File: src/rtl/phy_sel_pkg.sv
package phy_sel_pkg;

  localparam int unsigned NUM_CH      = 3;
  localparam int unsigned PHYS_PER_CH = 2;
  localparam int unsigned CTRL_W      = 32;
  localparam int unsigned ST_W        = 2;

  typedef enum logic [ST_W-1:0] {
    ST_OK      = 2'b00,
    ST_BUSY    = 2'b01,
    ST_INVALID = 2'b10
  } status_e;

  // Bits of the control word owned by a channel's select field.
  function automatic logic [CTRL_W-1:0] sel_mask(input int unsigned ch);
    case (ch)
      0:       sel_mask = 32'h0000_0030;
      2:       sel_mask = 32'h8000_0000;
      default: sel_mask = '0;
    endcase
  endfunction

  // Value placed in the select field for a given PHY function.
  function automatic logic [CTRL_W-1:0] sel_value(input int unsigned ch, input logic phy_hi);
    case (ch)
      0:       sel_value = phy_hi ? 32'h0000_0030 : 32'h0000_0010;
      2:       sel_value = phy_hi ? 32'h8000_0000 : 32'h0000_0000;
      default: sel_value = '0;
    endcase
  endfunction

endpackage

File: src/rtl/phy_sel_decode.sv
module phy_sel_decode
  import phy_sel_pkg::*;
#(
  parameter int unsigned CHAN_W = 2,
  parameter int unsigned PHY_W  = 2
) (
  input  logic [CHAN_W-1:0] chan,
  input  logic [PHY_W-1:0]  phy,
  output logic              legal
);

  localparam logic [CHAN_W-1:0] CH_LIMIT  = CHAN_W'(NUM_CH);
  localparam logic [PHY_W-1:0]  PHY_LIMIT = PHY_W'(PHYS_PER_CH);

  always_comb begin
    legal = (chan < CH_LIMIT) && (phy < PHY_LIMIT);
  end

endmodule

File: src/rtl/phy_sel_arbiter.sv
module phy_sel_arbiter
  import phy_sel_pkg::*;
#(
  parameter int unsigned NUM_REQ = 2,
  parameter int unsigned CHAN_W  = 2,
  parameter int unsigned PHY_W   = 2
) (
  input  logic [NUM_REQ-1:0]        take,
  input  logic [NUM_REQ-1:0]        release_op,
  input  logic [NUM_REQ-1:0]        legal,
  input  logic [NUM_REQ*CHAN_W-1:0] chan,
  input  logic [NUM_REQ*PHY_W-1:0]  phy,
  input  logic [NUM_CH-1:0]         owned_q,
  input  logic [CTRL_W-1:0]         word_q,
  output logic [NUM_CH-1:0]         owned_d,
  output logic [CTRL_W-1:0]         word_d,
  output logic [NUM_REQ*ST_W-1:0]   status
);

  // Commands are applied in ascending requester order; each one sees the
  // state left by the ones before it in the same cycle.
  always_comb begin
    int unsigned ch;
    owned_d = owned_q;
    word_d  = word_q;
    status  = '0;
    for (int i = 0; i < NUM_REQ; i++) begin
      ch = legal[i] ? int'(chan[i*CHAN_W +: CHAN_W]) : 0;
      status[i*ST_W +: ST_W] = ST_OK;
      if (take[i]) begin
        if (!legal[i]) begin
          status[i*ST_W +: ST_W] = ST_INVALID;
        end else if (release_op[i]) begin
          owned_d[ch] = 1'b0;
        end else if (owned_d[ch]) begin
          status[i*ST_W +: ST_W] = ST_BUSY;
        end else begin
          owned_d[ch] = 1'b1;
          word_d = (word_d & ~sel_mask(ch)) | sel_value(ch, phy[i*PHY_W]);
        end
      end
    end
  end

endmodule

File: src/rtl/phy_sel_top.sv
module phy_sel_top
  import phy_sel_pkg::*;
#(
  parameter int unsigned  NUM_REQ   = 2,
  parameter int unsigned  CHAN_W    = 2,
  parameter int unsigned  PHY_W     = 2,
  parameter logic [31:0]  CTRL_INIT = 32'h0000_0000
) (
  input  logic                      clk,
  input  logic                      rst_n,
  input  logic [NUM_REQ-1:0]        cmd_valid,
  output logic [NUM_REQ-1:0]        cmd_ready,
  input  logic [NUM_REQ-1:0]        cmd_release,
  input  logic [NUM_REQ*CHAN_W-1:0] cmd_chan,
  input  logic [NUM_REQ*PHY_W-1:0]  cmd_phy,
  output logic [NUM_REQ-1:0]        rsp_valid,
  output logic [NUM_REQ*2-1:0]      rsp_status,
  output logic [31:0]               ctrl_word
);

  localparam int unsigned RSP_W = NUM_REQ * ST_W;

  logic                 ready_q;
  logic [NUM_REQ-1:0]   take;
  logic [NUM_REQ-1:0]   legal;
  logic [NUM_CH-1:0]    owned_q;
  logic [NUM_CH-1:0]    owned_d;
  logic [CTRL_W-1:0]    word_q;
  logic [CTRL_W-1:0]    word_d;
  logic [RSP_W-1:0]     status_d;
  logic [NUM_REQ-1:0]   rsp_valid_q;
  logic [RSP_W-1:0]     rsp_status_q;

  assign take = cmd_valid & {NUM_REQ{ready_q}};

  for (genvar g = 0; g < NUM_REQ; g++) begin : g_dec
    phy_sel_decode #(
      .CHAN_W (CHAN_W),
      .PHY_W  (PHY_W)
    ) u_dec (
      .chan  (cmd_chan[g*CHAN_W +: CHAN_W]),
      .phy   (cmd_phy[g*PHY_W +: PHY_W]),
      .legal (legal[g])
    );
  end

  phy_sel_arbiter #(
    .NUM_REQ (NUM_REQ),
    .CHAN_W  (CHAN_W),
    .PHY_W   (PHY_W)
  ) u_arb (
    .take       (take),
    .release_op (cmd_release),
    .legal      (legal),
    .chan       (cmd_chan),
    .phy        (cmd_phy),
    .owned_q    (owned_q),
    .word_q     (word_q),
    .owned_d    (owned_d),
    .word_d     (word_d),
    .status     (status_d)
  );

  always_ff @(posedge clk) begin
    if (!rst_n) begin
      ready_q      <= 1'b0;
      owned_q      <= '0;
      word_q       <= CTRL_INIT;
      rsp_valid_q  <= '0;
      rsp_status_q <= '0;
    end else begin
      ready_q      <= 1'b1;
      owned_q      <= owned_d;
      word_q       <= word_d;
      rsp_valid_q  <= take;
      rsp_status_q <= status_d;
    end
  end

  assign cmd_ready  = {NUM_REQ{ready_q}};
  assign rsp_valid  = rsp_valid_q;
  assign rsp_status = rsp_status_q;
  assign ctrl_word  = word_q;

endmodule

File: config.mk
export PLATFORM = sky130hd
export DESIGN_NAME = phy_sel_top
export DESIGN_NICKNAME = d
export VERILOG_FILES = /design/src/rtl/phy_sel_pkg.sv /design/src/rtl/phy_sel_decode.sv /design/src/rtl/phy_sel_arbiter.sv /design/src/rtl/phy_sel_top.sv
export SDC_FILE = /design/constraint.sdc
export NUM_CORES = 1
export LEC_CHECK = 0
export ABC_CLOCK_PERIOD_IN_PS = 2110
export BUFFER_PORTS_ARGS = -buffer_cell sky130_fd_sc_hd__clkbuf_2
export CAP_MARGIN = 0
export CORE_MARGIN = 2
export CORE_UTILIZATION = 39
export CTS_CLUSTER_SIZE = 14
export DETAILED_ROUTE_END_ITERATION = 8
export PLACE_DENSITY = 0.83
export SLEW_MARGIN = 20
export SYNTH_ARGS = -nofsm -noshare
export SYNTH_HDL_FRONTEND = slang
export SYNTH_SLANG_ARGS = --single-unit
File: constraint.sdc
create_clock -name clk -period 2.11 [get_ports clk]
set_input_delay 0.1055 -clock clk [delete_from_list [all_inputs] [get_ports clk]]
set_output_delay 0.1055 -clock clk [all_outputs]
set_load 0.02 [all_outputs]
==> impl_results.md <==
- CTS root buffer: clkbuf_4
- RePlAce Congestion: 0.7807
- Hold_buf cts: 0
- Worst Setup End Kind: register
- Vias in the first global route: 654
- Routed len/inst: 10.79 microns
- RR Endpoint: ctrl_word[5]
- Reg-to-reg startpoint: ready_q
- Hold worst-path end: rsp_status[0]
- Warnings from Yosys: 0
- I/O pins: 54
- DR iter-0 viols: 15
- DIE WIDTH: 53.15 microns
- Seq/Total Area, Yosys: 0.2762
- Commonest cells after routing, fill and taps aside: 29 x conb_1, 24 x clkbuf_2, 13 x dfxtp_1
- Area Overhead vs Synth: 4.515%
- Final hold vios: 0
- Clk buf depth: 2
- Worst EP arrival: 1.75 ns
- Static leakage: 0.4972 nW
- Post-CTS setup buffer count: 0
- Buffers on Ports: 24
- Crit Path Max Fanout: 10
- First-pass DRT Iterations: 4
- Final WL: 1727 microns
- Minimum clock period: 1.573 ns
- Syn Area/Cell: 8.644 sq um
- Hold WC Path Type: in2reg
- Utilization after layout: 0.4367
- Setup violations, final: 0
- Unrepaired setup endpoints after global routing: false
- Period utilization: 0.7457
- Post-route worst setup slack: 0.5367 ns
- Worst slack at placement: 0.5575 ns
- Layout Skew: 0.001257 ns
- CTS tree: yes
- Sw Ratio: 0.3386
- Initial Util: 0.4179
- Placed insts: 156
- Clk pwr share: 0.296
- Total of max-cap violations: 0
- # nets final: 147
- Routed vias: 778
- Psw: 0.1820 mW
- Core Rows: 17
- R2R cell count: 4
- Global route overflow: 0
- Synth Cell Area: 942.2 sq um
- Hold path depth: 2
- Diode count: 0
- VDD IR max: 0.0002346 V
- Reg-to-reg slack, setup: 0.54 ns
- Comb power frac: 0.226
- Post-DP HPWL: 1366 microns
- Cell Count, Final, Fillers Out: 160
- First-pass GRT wire length: 2718 microns
- Clk pin slew, worst setup/hold paths: 0.08 ns
- Critical path type: reg2reg
- Routed Antenna Nets: 0
- Die area: 2825 sq um
- Core area: 2255 sq um
- CP Data Required Time: 2.29 ns
- Outcome: complete, no violations
- Reg power frac: 0.478
- Total CTS buffers: 3
- Via-per-instance ratio: 4.863
- Type of origin of the critical path: register
- Post-CTS sizing: 0
- Final TNS setup: 0 ns
- Global Route Usage Sum: 0.1321
- Largest net degree at the start of global routing: 11
- Sink Count: 13
- Yosys reg bits: 13
- Highest Clock Rate: 635.6 MHz
- Power Dens Cells: 546.0 nW/um^2
- Max-slew violations: 0
- H-tree depth: 1
- Post-route DRC: 0
- Clk Latency, worst-skew pair: 0.28 ns
- Syn Inst Count: 109
- Total power: 0.5377 mW
- Worst hold start: cmd_release[0]
- Antenna violations before repair: 0
- Proportion of layout cells with a drive suffix above 1: 0.2652
- Die Y-Extent: 53.15 microns
- Int Pwr: 0.3556 mW
- Commonest non-fill, non-tap cell in the layout: conb_1
- Distinct cells, synth: 34
==> Yosys cell counts <==
| cell type | n | area share |
|---|---|---|
| nor2b_1 | 3 | 0.020 |
| o211a_1 | 2 | 0.021 |
| o21a_1 | 5 | 0.040 |
| buf_4 | 32 | 0.25 |
| inv_1 | 4 | 0.016 |
| nor4b_2 | 1 | 0.016 |
| and2_1 | 1 | 0.0066 |
| o211ai_1 | 2 | 0.016 |
| and3_1 | 4 | 0.027 |
| or3_1 | 1 | 0.0066 |
| nor3b_1 | 1 | 0.0080 |
| nand4bb_1 | 1 | 0.012 |
| nand2_1 | 1 | 0.0040 |
| nand3_1 | 1 | 0.0053 |
| nand4_1 | 1 | 0.0066 |
| conb_1 | 1 | 0.0040 |
| nor2_1 | 6 | 0.024 |
| a211oi_1 | 1 | 0.0080 |
| and3_4 | 1 | 0.012 |
| nor3_2 | 1 | 0.011 |
| nor3b_2 | 1 | 0.013 |
| nor3_1 | 7 | 0.037 |
| a21oi_1 | 4 | 0.021 |
| and4bb_1 | 1 | 0.013 |
| nor4_1 | 3 | 0.020 |
| nand4b_1 | 2 | 0.019 |
| dfxtp_1 | 13 | 0.28 |
| o31a_1 | 1 | 0.0093 |
| a21oi_2 | 2 | 0.019 |
| mux2_4 | 1 | 0.016 |
| clkbuf_1 | 1 | 0.0040 |
| and4bb_4 | 1 | 0.017 |
| mux2_1 | 1 | 0.012 |
| o21ai_0 | 1 | 0.0053 |
==> state kept, by name, summed over array words and instances (netlist names) <==
register and count:
rsp_status 4, owned_q 3, ctrl_word 3, rsp_valid 2, ready_q 1
==> power by group through the flow <==
stage	combinational [mW]	clock, mW	sequential (mW)
floorplan	0.127	0	0.267
global placement	0.118	0	0.263
detailed placement	0.119	0	0.263
CTS	0.120	0.161	0.257
global route	0.133	0.170	0.259
finish	0.122	0.159	0.257
==> metrics by stage <==
step | hold slack (ns) | area [sq um]
2_1_floorplan | 0.1332 | 1047
3_5_place_dp | 0.3337 | 958.4
3_3_place_gp | 0.3313 | 958.4
5_1_grt | 0.04554 | 984.7
4_1_cts | 0.03563 | 984.7
6_report | 0.05124 | 984.7
==> kinds of logic (layout without fill, tap and decap cells) <==
logic type             count (synthesis)  in the layout  share of synthesized area
multiplexers                           2              2                    0.02788
other                                  1             29                   0.003980
buffers and inverters                 37             32                     0.2749
AO/OA/AOI/OAI                         18             18                     0.1394
flip-flops                            13             13                     0.2762
AND/OR/NAND/NOR                       38             38                     0.2776
==> routing by layer <==
metal / part of all wire / wire, microns / GRT usage / vias to the layer above
met2: 0.48 / 835 / 0.2250 / 41
li1: - / - / - / 374
met3: 0.085 / 146 / 0.01695 / 4
met5: 0 / 0 / 0 / -
met1: 0.41 / 709 / 0.1604 / 359
met4: 0.021 / 36 / 0.06838 / 0
==> worst max-delay path, stage by stage (launching register included) <==
cell and delay [ns]:
dfxtp_1 0.48, and4bb_4 0.30, and3_4 0.20, mux2_4 0.29, o211a_1 0.20
==> how the worst max path moves through the flow <==
stage | from | end | cells past startpoint
after floorplan | ready_q | ctrl_word[5] | 4
after global placement | ready_q | ctrl_word[5] | 4
after detailed placement | ready_q | ctrl_word[5] | 4
after CTS | ready_q | ctrl_word[5] | 4
after global routing | ready_q | ctrl_word[5] | 4
final | ready_q | ctrl_word[5] | 4
==> layout make-up <==
cell class                 instances  area [sq um]
clock buffer                       4         26.28
sequential                        13         260.3
timing repair buffer              24         120.1
inverter                           4         15.01
fill                             234          1270
tap                               28         35.03
multi-input combinational         87         528.0
No activity file was read; power rests on OpenSTA's default activity.
